[config.mk]
export PLATFORM = sky130hd
export DESIGN_NAME = rs_fix_applier
export DESIGN_NICKNAME = d
export VERILOG_FILES = /design/src/rtl/rs_fix_pkg.sv /design/src/rtl/rs_fix_pick.sv /design/src/rtl/rs_fix_locate.sv /design/src/rtl/rs_fix_applier.sv
export SDC_FILE = /design/constraint.sdc
export NUM_CORES = 1
export LEC_CHECK = 0
export ABC_AREA = 1
export BUFFER_PORTS_ARGS = -buffer_cell sky130_fd_sc_hd__buf_2
export CORE_MARGIN = 5
export CORE_UTILIZATION = 30
export CTS_CLUSTER_SIZE = 25
export DETAILED_ROUTE_END_ITERATION = 8
export HOLD_SLACK_MARGIN = 0.06
export PLACE_DENSITY_LB_ADDON = 0.2
export SLEW_MARGIN = 25
export SYNTH_ARGS = -nofsm -noshare
export SYNTH_HDL_FRONTEND = slang
export SYNTH_SLANG_ARGS = --single-unit
export TNS_END_PERCENT = 30
[constraint.sdc]
create_clock -name clk -period 4.21 [get_ports clk]
set_clock_uncertainty 0.1 [all_clocks]
set_input_delay 0.6315 -clock clk [delete_from_list [all_inputs] [get_ports clk]]
set_output_delay 0.6315 -clock clk [all_outputs]
set_load 0.02 [all_outputs]
[src/rtl/rs_fix_pkg.sv]
package rs_fix_pkg;

  typedef enum logic [2:0] {
    S_IDLE,
    S_LOAD,
    S_RD,
    S_WR,
    S_DONE
  } fix_state_e;

  localparam int BYTE_W = 8;

endpackage

[src/rtl/rs_fix_pick.sv]
module rs_fix_pick #(
  parameter int NUM_ENT = 4,
  parameter int IDX_W   = 10,
  parameter int SYM_W   = 9,
  localparam int PTR_W  = (NUM_ENT > 1) ? $clog2(NUM_ENT) : 1
) (
  input  logic [NUM_ENT*IDX_W-1:0] idx_flat,
  input  logic [NUM_ENT*SYM_W-1:0] mask_flat,
  input  logic [PTR_W-1:0]         sel,
  output logic [IDX_W-1:0]         idx,
  output logic [SYM_W-1:0]         mask
);

  logic [IDX_W-1:0] idx_arr  [NUM_ENT];
  logic [SYM_W-1:0] mask_arr [NUM_ENT];

  for (genvar k = 0; k < NUM_ENT; k++) begin : g_ent
    assign idx_arr[k]  = idx_flat[k*IDX_W +: IDX_W];
    assign mask_arr[k] = mask_flat[k*SYM_W +: SYM_W];
  end

  assign idx  = idx_arr[sel];
  assign mask = mask_arr[sel];

endmodule

[src/rtl/rs_fix_locate.sv]
module rs_fix_locate #(
  parameter int IDX_W       = 10,
  parameter int SYM_W       = 9,
  parameter int BLOCK_BYTES = 512,
  localparam int ADDR_W     = $clog2(BLOCK_BYTES),
  localparam int OFF_W      = IDX_W + 1,
  localparam int SPAN_W     = 16
) (
  input  logic [IDX_W-1:0]  idx,
  input  logic [SYM_W-1:0]  mask,
  output logic [ADDR_W-1:0] off,
  output logic [7:0]        lo,
  output logic [7:0]        hi,
  output logic              hit,
  output logic              two
);

  logic [IDX_W-1:0]  pos;
  logic [OFF_W-1:0]  off_full;
  logic [SPAN_W-1:0] span;

  // zero-based symbol position; symbols are 9 bits, so each group of
  // eight symbols spills one extra byte
  assign pos      = idx - IDX_W'(1);
  assign off_full = OFF_W'(pos) + OFF_W'(pos >> 3);
  assign span     = SPAN_W'(mask) << pos[2:0];

  assign off = off_full[ADDR_W-1:0];
  assign lo  = span[7:0];
  assign hi  = span[15:8];
  assign hit = (idx != '0) && (off_full < OFF_W'(BLOCK_BYTES));
  assign two = off_full < OFF_W'(BLOCK_BYTES - 1);

endmodule

[src/rtl/rs_fix_applier.sv]
module rs_fix_applier
  import rs_fix_pkg::*;
#(
  parameter int BLOCK_BYTES = 512,
  parameter int IDX_W       = 10,
  parameter int SYM_W       = 9,
  parameter int MAX_ERR     = 4,
  parameter int CNT_W       = 3,
  localparam int ADDR_W     = $clog2(BLOCK_BYTES),
  localparam int PTR_W      = (MAX_ERR > 1) ? $clog2(MAX_ERR) : 1
) (
  input  logic                     clk,
  input  logic                     rst_n,
  input  logic                     start_i,
  input  logic [CNT_W-1:0]         err_cnt_i,
  input  logic                     uncorr_i,
  input  logic [MAX_ERR*IDX_W-1:0] err_idx_i,
  input  logic [MAX_ERR*SYM_W-1:0] err_mask_i,
  output logic [ADDR_W-1:0]        buf_addr_o,
  output logic                     buf_rd_o,
  input  logic [7:0]               buf_rdata_i,
  output logic                     buf_wr_o,
  output logic [7:0]               buf_wdata_o,
  output logic                     done_o,
  output logic                     uncorr_o
);

  fix_state_e               st_q, st_d;
  logic [PTR_W-1:0]         ptr_q, ptr_d;
  logic                     hi_phase_q, hi_phase_d;
  logic [MAX_ERR*IDX_W-1:0] idx_q;
  logic [MAX_ERR*SYM_W-1:0] mask_q;
  logic                     uncorr_q;
  logic [ADDR_W-1:0]        off_q;
  logic [7:0]               lo_q, hi_q;
  logic                     two_q;

  logic                     cap_en, loc_en;
  logic                     skip_rpt;
  logic                     last_ent;
  logic                     idle_w;

  logic [IDX_W-1:0]         cur_idx;
  logic [SYM_W-1:0]         cur_mask;
  logic [ADDR_W-1:0]        loc_off;
  logic [7:0]               loc_lo, loc_hi;
  logic                     loc_hit, loc_two;

  rs_fix_pick #(
    .NUM_ENT(MAX_ERR),
    .IDX_W  (IDX_W),
    .SYM_W  (SYM_W)
  ) u_pick (
    .idx_flat (idx_q),
    .mask_flat(mask_q),
    .sel      (ptr_q),
    .idx      (cur_idx),
    .mask     (cur_mask)
  );

  rs_fix_locate #(
    .IDX_W      (IDX_W),
    .SYM_W      (SYM_W),
    .BLOCK_BYTES(BLOCK_BYTES)
  ) u_locate (
    .idx (cur_idx),
    .mask(cur_mask),
    .off (loc_off),
    .lo  (loc_lo),
    .hi  (loc_hi),
    .hit (loc_hit),
    .two (loc_two)
  );

  assign idle_w   = (st_q == S_IDLE);
  assign last_ent = (ptr_q == '0);
  assign skip_rpt = uncorr_i || (err_cnt_i == '0) ||
                    (err_cnt_i > CNT_W'(MAX_ERR));

  // next-state logic
  always_comb begin
    st_d       = st_q;
    ptr_d      = ptr_q;
    hi_phase_d = hi_phase_q;
    cap_en     = 1'b0;
    loc_en     = 1'b0;
    buf_rd_o   = 1'b0;
    buf_wr_o   = 1'b0;
    done_o     = 1'b0;
    unique case (st_q)
      S_IDLE: begin
        if (start_i) begin
          cap_en = 1'b1;
          if (skip_rpt) begin
            st_d = S_DONE;
          end else begin
            ptr_d = PTR_W'(err_cnt_i - CNT_W'(1));
            st_d  = S_LOAD;
          end
        end
      end
      S_LOAD: begin
        if (loc_hit) begin
          loc_en     = 1'b1;
          hi_phase_d = 1'b0;
          st_d       = S_RD;
        end else if (last_ent) begin
          st_d = S_DONE;
        end else begin
          ptr_d = ptr_q - PTR_W'(1);
          st_d  = S_LOAD;
        end
      end
      S_RD: begin
        buf_rd_o = 1'b1;
        st_d     = S_WR;
      end
      S_WR: begin
        buf_wr_o = 1'b1;
        if (!hi_phase_q && two_q) begin
          hi_phase_d = 1'b1;
          st_d       = S_RD;
        end else if (last_ent) begin
          st_d = S_DONE;
        end else begin
          ptr_d = ptr_q - PTR_W'(1);
          st_d  = S_LOAD;
        end
      end
      S_DONE: begin
        done_o = 1'b1;
        st_d   = S_IDLE;
      end
      default: st_d = S_IDLE;
    endcase
  end

  assign buf_addr_o  = hi_phase_q ? (off_q + ADDR_W'(1)) : off_q;
  assign buf_wdata_o = buf_rdata_i ^ (hi_phase_q ? hi_q : lo_q);
  assign uncorr_o    = done_o && uncorr_q;

  // sequencing registers
  always_ff @(posedge clk or negedge rst_n) begin
    if (!rst_n) begin
      st_q       <= S_IDLE;
      ptr_q      <= '0;
      hi_phase_q <= 1'b0;
    end else begin
      st_q       <= st_d;
      ptr_q      <= ptr_d;
      hi_phase_q <= hi_phase_d;
    end
  end

  // report capture, enabled by an accepted start
  always_ff @(posedge clk or negedge rst_n) begin
    if (!rst_n) begin
      idx_q    <= '0;
      mask_q   <= '0;
      uncorr_q <= 1'b0;
    end else if (cap_en) begin
      idx_q    <= err_idx_i;
      mask_q   <= err_mask_i;
      uncorr_q <= uncorr_i;
    end
  end

  // located correction, enabled when an entry hits the block
  always_ff @(posedge clk or negedge rst_n) begin
    if (!rst_n) begin
      off_q <= '0;
      lo_q  <= '0;
      hi_q  <= '0;
      two_q <= 1'b0;
    end else if (loc_en) begin
      off_q <= loc_off;
      lo_q  <= loc_lo;
      hi_q  <= loc_hi;
      two_q <= loc_two;
    end
  end

endmodule

==> key figures, run 1 <==
Finish
  • Most frequent cells in the layout: nand2_1, buf_2, dfrtp_1
  • Fin nets: 878
  • Fillers: 2,129
  • Layout cells sized above 1: 28.9%
  • Area of the multi-input gates: 0.00298 mm2
  • Register area: 0.00273 mm2
  • Commonest non-fill, non-tap cell in the layout: nand2_1
  • Synth-to-Final Area Change: 18.5%
  • N_diodes: 0

Global route
  • GRT Residual Overflow: 0
  • GRT Total Usage: 13.6%
  • Largest net degree at the start of global routing: 73
  • Vias in the first global route: 4,758
  • First-pass GRT wire length: 24,600 um
  • Antenna violations before repair: 0

Timing
  • Worst Tran Pin Value: 1.00 ns
  • Fin Setup TNS: 0 ns
  • Final setup fails: 0
  • Final Hold Viols: 0
  • Fin crit period: 3.70 ns
  • RSZ-0062 raised after global routing: no
  • Relative slew slack: 33.1%
  • Max frequency: 0.270 GHz
  • Crit share post-route: 88.0%
  • Slew Limit Fails: 0

Clocking
  • Clock tree from TritonCTS: yes
  • Clock Sinks: 109
  • Clk slew on worst S/H paths: 0.07 ns
  • CTS Buf Count: 9
  • H-tree Lvls: 3
  • Clk buf depth: 2
  • Clock Latency Late Sink: 0.36 ns
  • Root buf cell: clkbuf_16

Drt
  • Vias per cell: 4.53
  • DRC viols: 0
  • Via count: 4,740
  • Final wirelength: 15,100 um
  • Remaining antenna violation count: 0
  • Drt wl/cell: 14.5 um
  • Initial DRC count: 240
  • Drt pass-1 iters: 4

Setup path
  • Crit path to: lo_q[3]
  • Crit path DAT: 3.88 ns
  • R2R Setup Slk: 0.51 ns
  • Critical path data required time: 4.39 ns
  • RR Startpoint: ptr_q[0]
  • Crit path capture type: register
  • Crit. Startpoint: ptr_q[0]
  • Reg2reg path depth: 21
  • CP startpoint kind: register
  • Reg2Reg Capture Point: lo_q[3]
  • CP Class: reg -> reg
  • Worst Path Max Fanout: 27

Placement
  • Gpl congestion: 0.825
  • PortBufs: 111
  • DP Wirelength: 11,400 um

Synthesis
  • Synth top area cells: dfrtp_1, mux2_2, nand2_1, o21ai_0, nand3_1
  • FF+latch count, synth: 109
  • Syn Area/Cell: 8.92 um2
  • Top_reg_cell synth: dfrtp_1
  • Asr flop ratio synth: 100%
  • EDFF count, synth: 0
  • Leading area contributor after synthesis: dfrtp_1
  • Syn nets: 777
  • Fraction of the yosys area taken by sequential cells: 45.3%
  • Cell variety after synth: 38
  • Syn Inst Count: 676
  • Synth top area share: 45.3%
  • Synthesized cell area: 0.00603 mm2
  • Count of yosys warnings during synthesis: 0

Floorplanning
  • I/O pin count: 112
  • Row count: 51
  • Die H: 152 um
  • Die Area: 0.0230 mm2
  • Die width: 152 um
  • CORE AREA: 0.0197 mm2
  • Initial Util: 30.7%

Run status
  • Status: finished clean

Run
  • Max_cap viols: 0

Min path
  • Hold Path Class: in -> async
==> critical path, cell delays in order (launching register included) <==
cell and delay, ns:
dfrtp_1 0.43, inv_2 0.21, nand2_1 0.09, o211ai_2 0.07, nand2_1 0.09, clkinv_1 0.07
ha_1 0.17, inv_1 0.07, nor2_4 0.16, xor2_1 0.26, inv_1 0.11, ha_1 0.40
inv_1 0.06, nor3_1 0.17, nand2_1 0.08, o211ai_1 0.15, nand3_1 0.13, nand2_1 0.13
nand3_4 0.13, nor2_8 0.32, nand3_1 0.13, o21ai_1 0.09
==> cell type report <==
class	instances	share of cell area, %
flip-flops and latches	109	38.2
inverters	45	2.37
clock inverters	3	0.368
multi-input cells	490	41.7
clock buffers	13	3.50
well taps	265	4.64
repair buffers	122	9.20
==> routing by layer <==
metal	share of wire, %	wire (um)	global-route usage [%]	vias to the layer above
met5	0	0	0	-
met4	0.98	148	3.82	0
met3	4.2	636	3.15	11
met2	44	6670	20.2	92
met1	51	7680	19.9	2184
li1	-	-	-	2453
==> stage by stage <==
stage | setup slack [ns] | std cells | hold slack, ns | utilization, % | cell area (um2)
global route | 0.000611 | 1047 | 0.240 | 36.3 | 7140
global placement | 0.494 | 1031 | 0.368 | 34.9 | 6860
floorplan | 0.319 | 676 | 0.236 | - | 6030
CTS | 0.434 | 1047 | 0.215 | 36.3 | 7140
finish | 0.506 | 1047 | 0.185 | 36.3 | 7140
detailed placement | 0.444 | 1031 | 0.370 | 34.9 | 6860
==> worst min path at each step <==
stage                  from         end  slack [ns]  cells past startpoint
CTS                   rst_n    off_q[5]        0.22                      1
detailed placement    two_q       two_q        0.37                      2
floorplan             rst_n  hi_phase_q        0.24                      0
global placement    lo_q[6]     lo_q[6]        0.37                      2
global route          rst_n    off_q[6]        0.24                      1
finish                rst_n    off_q[6]        0.18                      1
==> state kept, by name, indices dropped and copies added (netlist names) <==
signal      flops
idx_q          40
two_q           1
ptr_q           2
off_q           9
st_q            3
uncorr_q        1
mask_q         36
hi_q            8
hi_phase_q      1
lo_q            8
==> cells in the mapped netlist, types with 2 or more instances <==
| master | number |
|---|---|
| nand2_1 | 172 |
| dfrtp_1 | 109 |
| mux2_2 | 74 |
| o21ai_0 | 56 |
| inv_1 | 41 |
| nand3_1 | 41 |
| nor2_1 | 40 |
| xor2_1 | 20 |
| clkbuf_1 | 16 |
| a21oi_1 | 14 |
| buf_2 | 10 |
| ha_1 | 9 |
| o21ai_1 | 9 |
| xnor2_1 | 9 |
| nand4_1 | 7 |
| nand2_2 | 5 |
| nor3_1 | 4 |
| o211ai_1 | 4 |
| o22ai_1 | 4 |
| a32o_1 | 3 |
| buf_6 | 3 |
| inv_2 | 3 |
| nor2_4 | 3 |
| a31oi_1 | 2 |
| buf_4 | 2 |
| nand3b_1 | 2 |
| nor2_2 | 2 |
| o22a_1 | 2 |
==> cells by family (layout without fill, tap and decap cells) <==
logic type | count (synthesis) | in the layout | share of synthesized area, %
mux | 74 | 74 | 13.8
fa+ha+maj | 10 | 10 | 2.20
flops | 109 | 109 | 45.3
simple gates | 280 | 280 | 20.0
xor+xnor | 29 | 29 | 4.21
buf+inv | 77 | 183 | 5.50
compound gates | 97 | 97 | 8.97
==> repair_timing <==
action	in CTS	in global routing
endpoints found under the hold margin	0	0
setup buffers	0	0
hold buffers	0	0
gates resized for setup	0	1
setup endpoints to repair	0	16
Power of run 1 is not shown: default switching activity piles up to over one toggle a cycle in this logic, so the estimate is an artifact.
==> run 2, diff against run 1 <==
--- a/config.mk
+++ b/config.mk
@@ -5,7 +5,6 @@
 export SDC_FILE = /design/constraint.sdc
 export NUM_CORES = 1
 export LEC_CHECK = 0
-export ABC_AREA = 1
 export BUFFER_PORTS_ARGS = -buffer_cell sky130_fd_sc_hd__buf_2
 export CORE_MARGIN = 5
 export CORE_UTILIZATION = 30
==> key figures, run 2 <==
Drt
  • Initial DRC count: 247
  • Met3 wire len: 780 um
  • Via count: 4,182
  • Final wirelength: 14,500 um
  • M1 WL: 6730 um
  • DRC viols: 0
  • Vias per cell: 4.65
  • Remaining antenna violation count: 0
  • Drt pass-1 iters: 5
  • Max layer used: met5
  • Drt wl/cell: 16.1 um
  • DR WL met2: 6670 um

Finish
  • Layout cells sized above 1: 50.2%
  • Most frequent cells in the layout: buf_2, dfrtp_1, mux2_2
  • Fin nets: 731
  • Top reg by flops: idx_q
  • Commonest non-fill, non-tap cell in the layout: buf_2
  • Fillers: 1,894
  • Largest registers: idx_q x40, mask_q x36, off_q x9
  • Max FFs per register: 40
  • Synth-to-Final Area Change: 27.7%
  • N_diodes: 0

Clocking
  • Clock Latency Late Sink: 0.36 ns
  • CTS Buf Count: 9
  • H-tree Lvls: 3
  • Clk slew on worst S/H paths: 0.07 ns
  • Clock tree from TritonCTS: yes
  • Clk buf depth: 2
  • Clock Sinks: 109
  • Root buf cell: clkbuf_16

Setup path
  • CP Class: reg -> reg
  • Reg2reg path depth: 14
  • Crit. Startpoint: ptr_q[0]
  • R2R Setup Slk: -0.05 ns
  • Reg2Reg Capture Point: off_q[2]
  • Crit path capture type: register
  • Worst Path Max Fanout: 30
  • Crit path to: off_q[2]
  • RR Startpoint: ptr_q[0]
  • Crit path DAT: 4.40 ns
  • Critical path data required time: 4.35 ns
  • CP startpoint kind: register

Synthesis
  • Syn Inst Count: 482
  • Synth top area share: 46.0%
  • Syn nets: 583
  • Synth top cells by count: dfrtp_1, mux2_2, nand2_1, nor2_1, xnor2_1
  • Leading area contributor after synthesis: dfrtp_1
  • EDFF count, synth: 0
  • Synthesized cell area: 0.00593 mm2
  • Most common cell in the netlist: dfrtp_1
  • Syn Area/Cell: 12.3 um2
  • FF+latch count, synth: 109
  • Cell variety after synth: 53
  • Synth top area cells: dfrtp_1, mux2_2, mux4_2, xnor2_1, nand2_1
  • Count of yosys warnings during synthesis: 0
  • Asr flop ratio synth: 100%
  • Fraction of the yosys area taken by sequential cells: 46.0%
  • Top_reg_cell synth: dfrtp_1

Run status
  • Failing checks: setup timing
  • Status: finished, violations left

Timing
  • Fin crit period: 4.26 ns
  • Fin Setup TNS: -0.306 ns
  • Slew Limit Fails: 0
  • Final Hold Viols: 0
  • Worst Tran Pin Value: 0.985 ns
  • Crit share post-route: 101%
  • Max frequency: 0.235 GHz
  • Final setup fails: 13
  • Min setup slack post-route: -0.0502 ns
  • RSZ-0062 raised after global routing: yes
  • Relative slew slack: 34.3%

Global route
  • Largest net degree at the start of global routing: 79
  • GRT Total Usage: 13.0%
  • GRT Residual Overflow: 0
  • Vias in the first global route: 4,392
  • Antenna violations before repair: 2
  • First-pass GRT wire length: 23,100 um

Floorplanning
  • Die Area: 0.0227 mm2
  • Initial Util: 30.5%
  • Row count: 51
  • Die width: 151 um
  • I/O pin count: 112
  • Die H: 151 um
  • CORE AREA: 0.0195 mm2

Placement
  • DP Wirelength: 10,800 um
  • PortBufs: 111
  • Post-Place Worst Slack: -0.108 ns
  • Gpl congestion: 0.767

Run
  • Max_cap viols: 0

Min path
  • Hold Path Class: in -> async
## run 2: changes by cell type in the layout (fill, tap and decap cells not counted), sizes merged, moves of 9 or more
| cell | previous run | this run |
|---|---|---|
| inv | 46 | 11 |
| nor2 | 46 | 33 |
| o21ai | 65 | 20 |
| xor2 | 20 | 10 |
| nand3 | 42 | 10 |
| nand2 | 177 | 38 |
| buf | 122 | 166 |
| xnor2 | 9 | 21 |
| a21oi | 14 | 5 |
| mux2 | 74 | 91 |
| mux4 | 0 | 19 |
| mux2i | 0 | 14 |
## run 2: worst max-delay path: stages, from the launching register on
cell and delay [ns]:
dfrtp_1 0.40, buf_12 0.13, mux4_2 0.54, or4_4 0.55, nor2_2 0.14, xor2_2 0.20
ha_1 0.28, nor2b_1 0.14, o21ai_1 0.15, a21boi_1 0.11, o21a_1 0.20, o311a_1 0.33
o31a_4 0.39, buf_12 0.18, mux2_4 0.29
## run 2: what timing repair did
item,CTS,global route
hold buffers,0,0
resized for setup,17,10
setup endpoints to repair,23,32
buffers inserted,11,4
pin swaps,10,3
## run 2: cell families (layout without fill, tap and decap cells)
family	after synthesis	in the layout	synth area share, %
mux	124	124	27.4
simple gates	115	115	9.61
flops	109	109	46.0
compound gates	53	53	6.65
buf+inv	40	193	3.34
xor+xnor	31	31	4.71
fa+ha+maj	10	10	2.24
## run 2: layout make-up
class,count,area [um2],area share [%]
multi-input combinational,333,3130,41.3
sequential,109,2730,36.0
timing repair buffer,166,1030,13.6
tap,265,332,4.38
clock buffer,12,256,3.39
clock inverter,4,55.1,0.727
inverter,11,41.3,0.545
## run 2: metal layers
metal | vias to the layer above | track usage (%)
li1 | 2029 | -
met1 | 2028 | 18.0
met2 | 97 | 19.7
met3 | 24 | 3.37
met4 | 4 | 4.57
met5 | - | 0
## run 2: how the worst min path moves through the flow
stage	cells after the start	to	slack, ns
detailed placement	2	lo_q[1]	0.38
global placement	2	lo_q[0]	0.37
CTS	1	idx_q[24]	0.28
floorplan	0	hi_phase_q	0.24
finish	1	idx_q[25]	0.25
global route	1	idx_q[25]	0.34
## run 2: per-stage QoR
step / cells / area, um2 / hold slack, ns / utilization [%]
finish: 900 / 7570 / 0.249 / 38.9
global route: 900 / 7570 / 0.337 / 38.9
CTS: 896 / 7490 / 0.284 / 38.5
detailed placement: 869 / 7020 / 0.377 / 36.1
global placement: 869 / 7020 / 0.367 / 36.1
floorplan: 482 / 5940 / 0.236 / -
Power of run 2 is left out for the same reason.
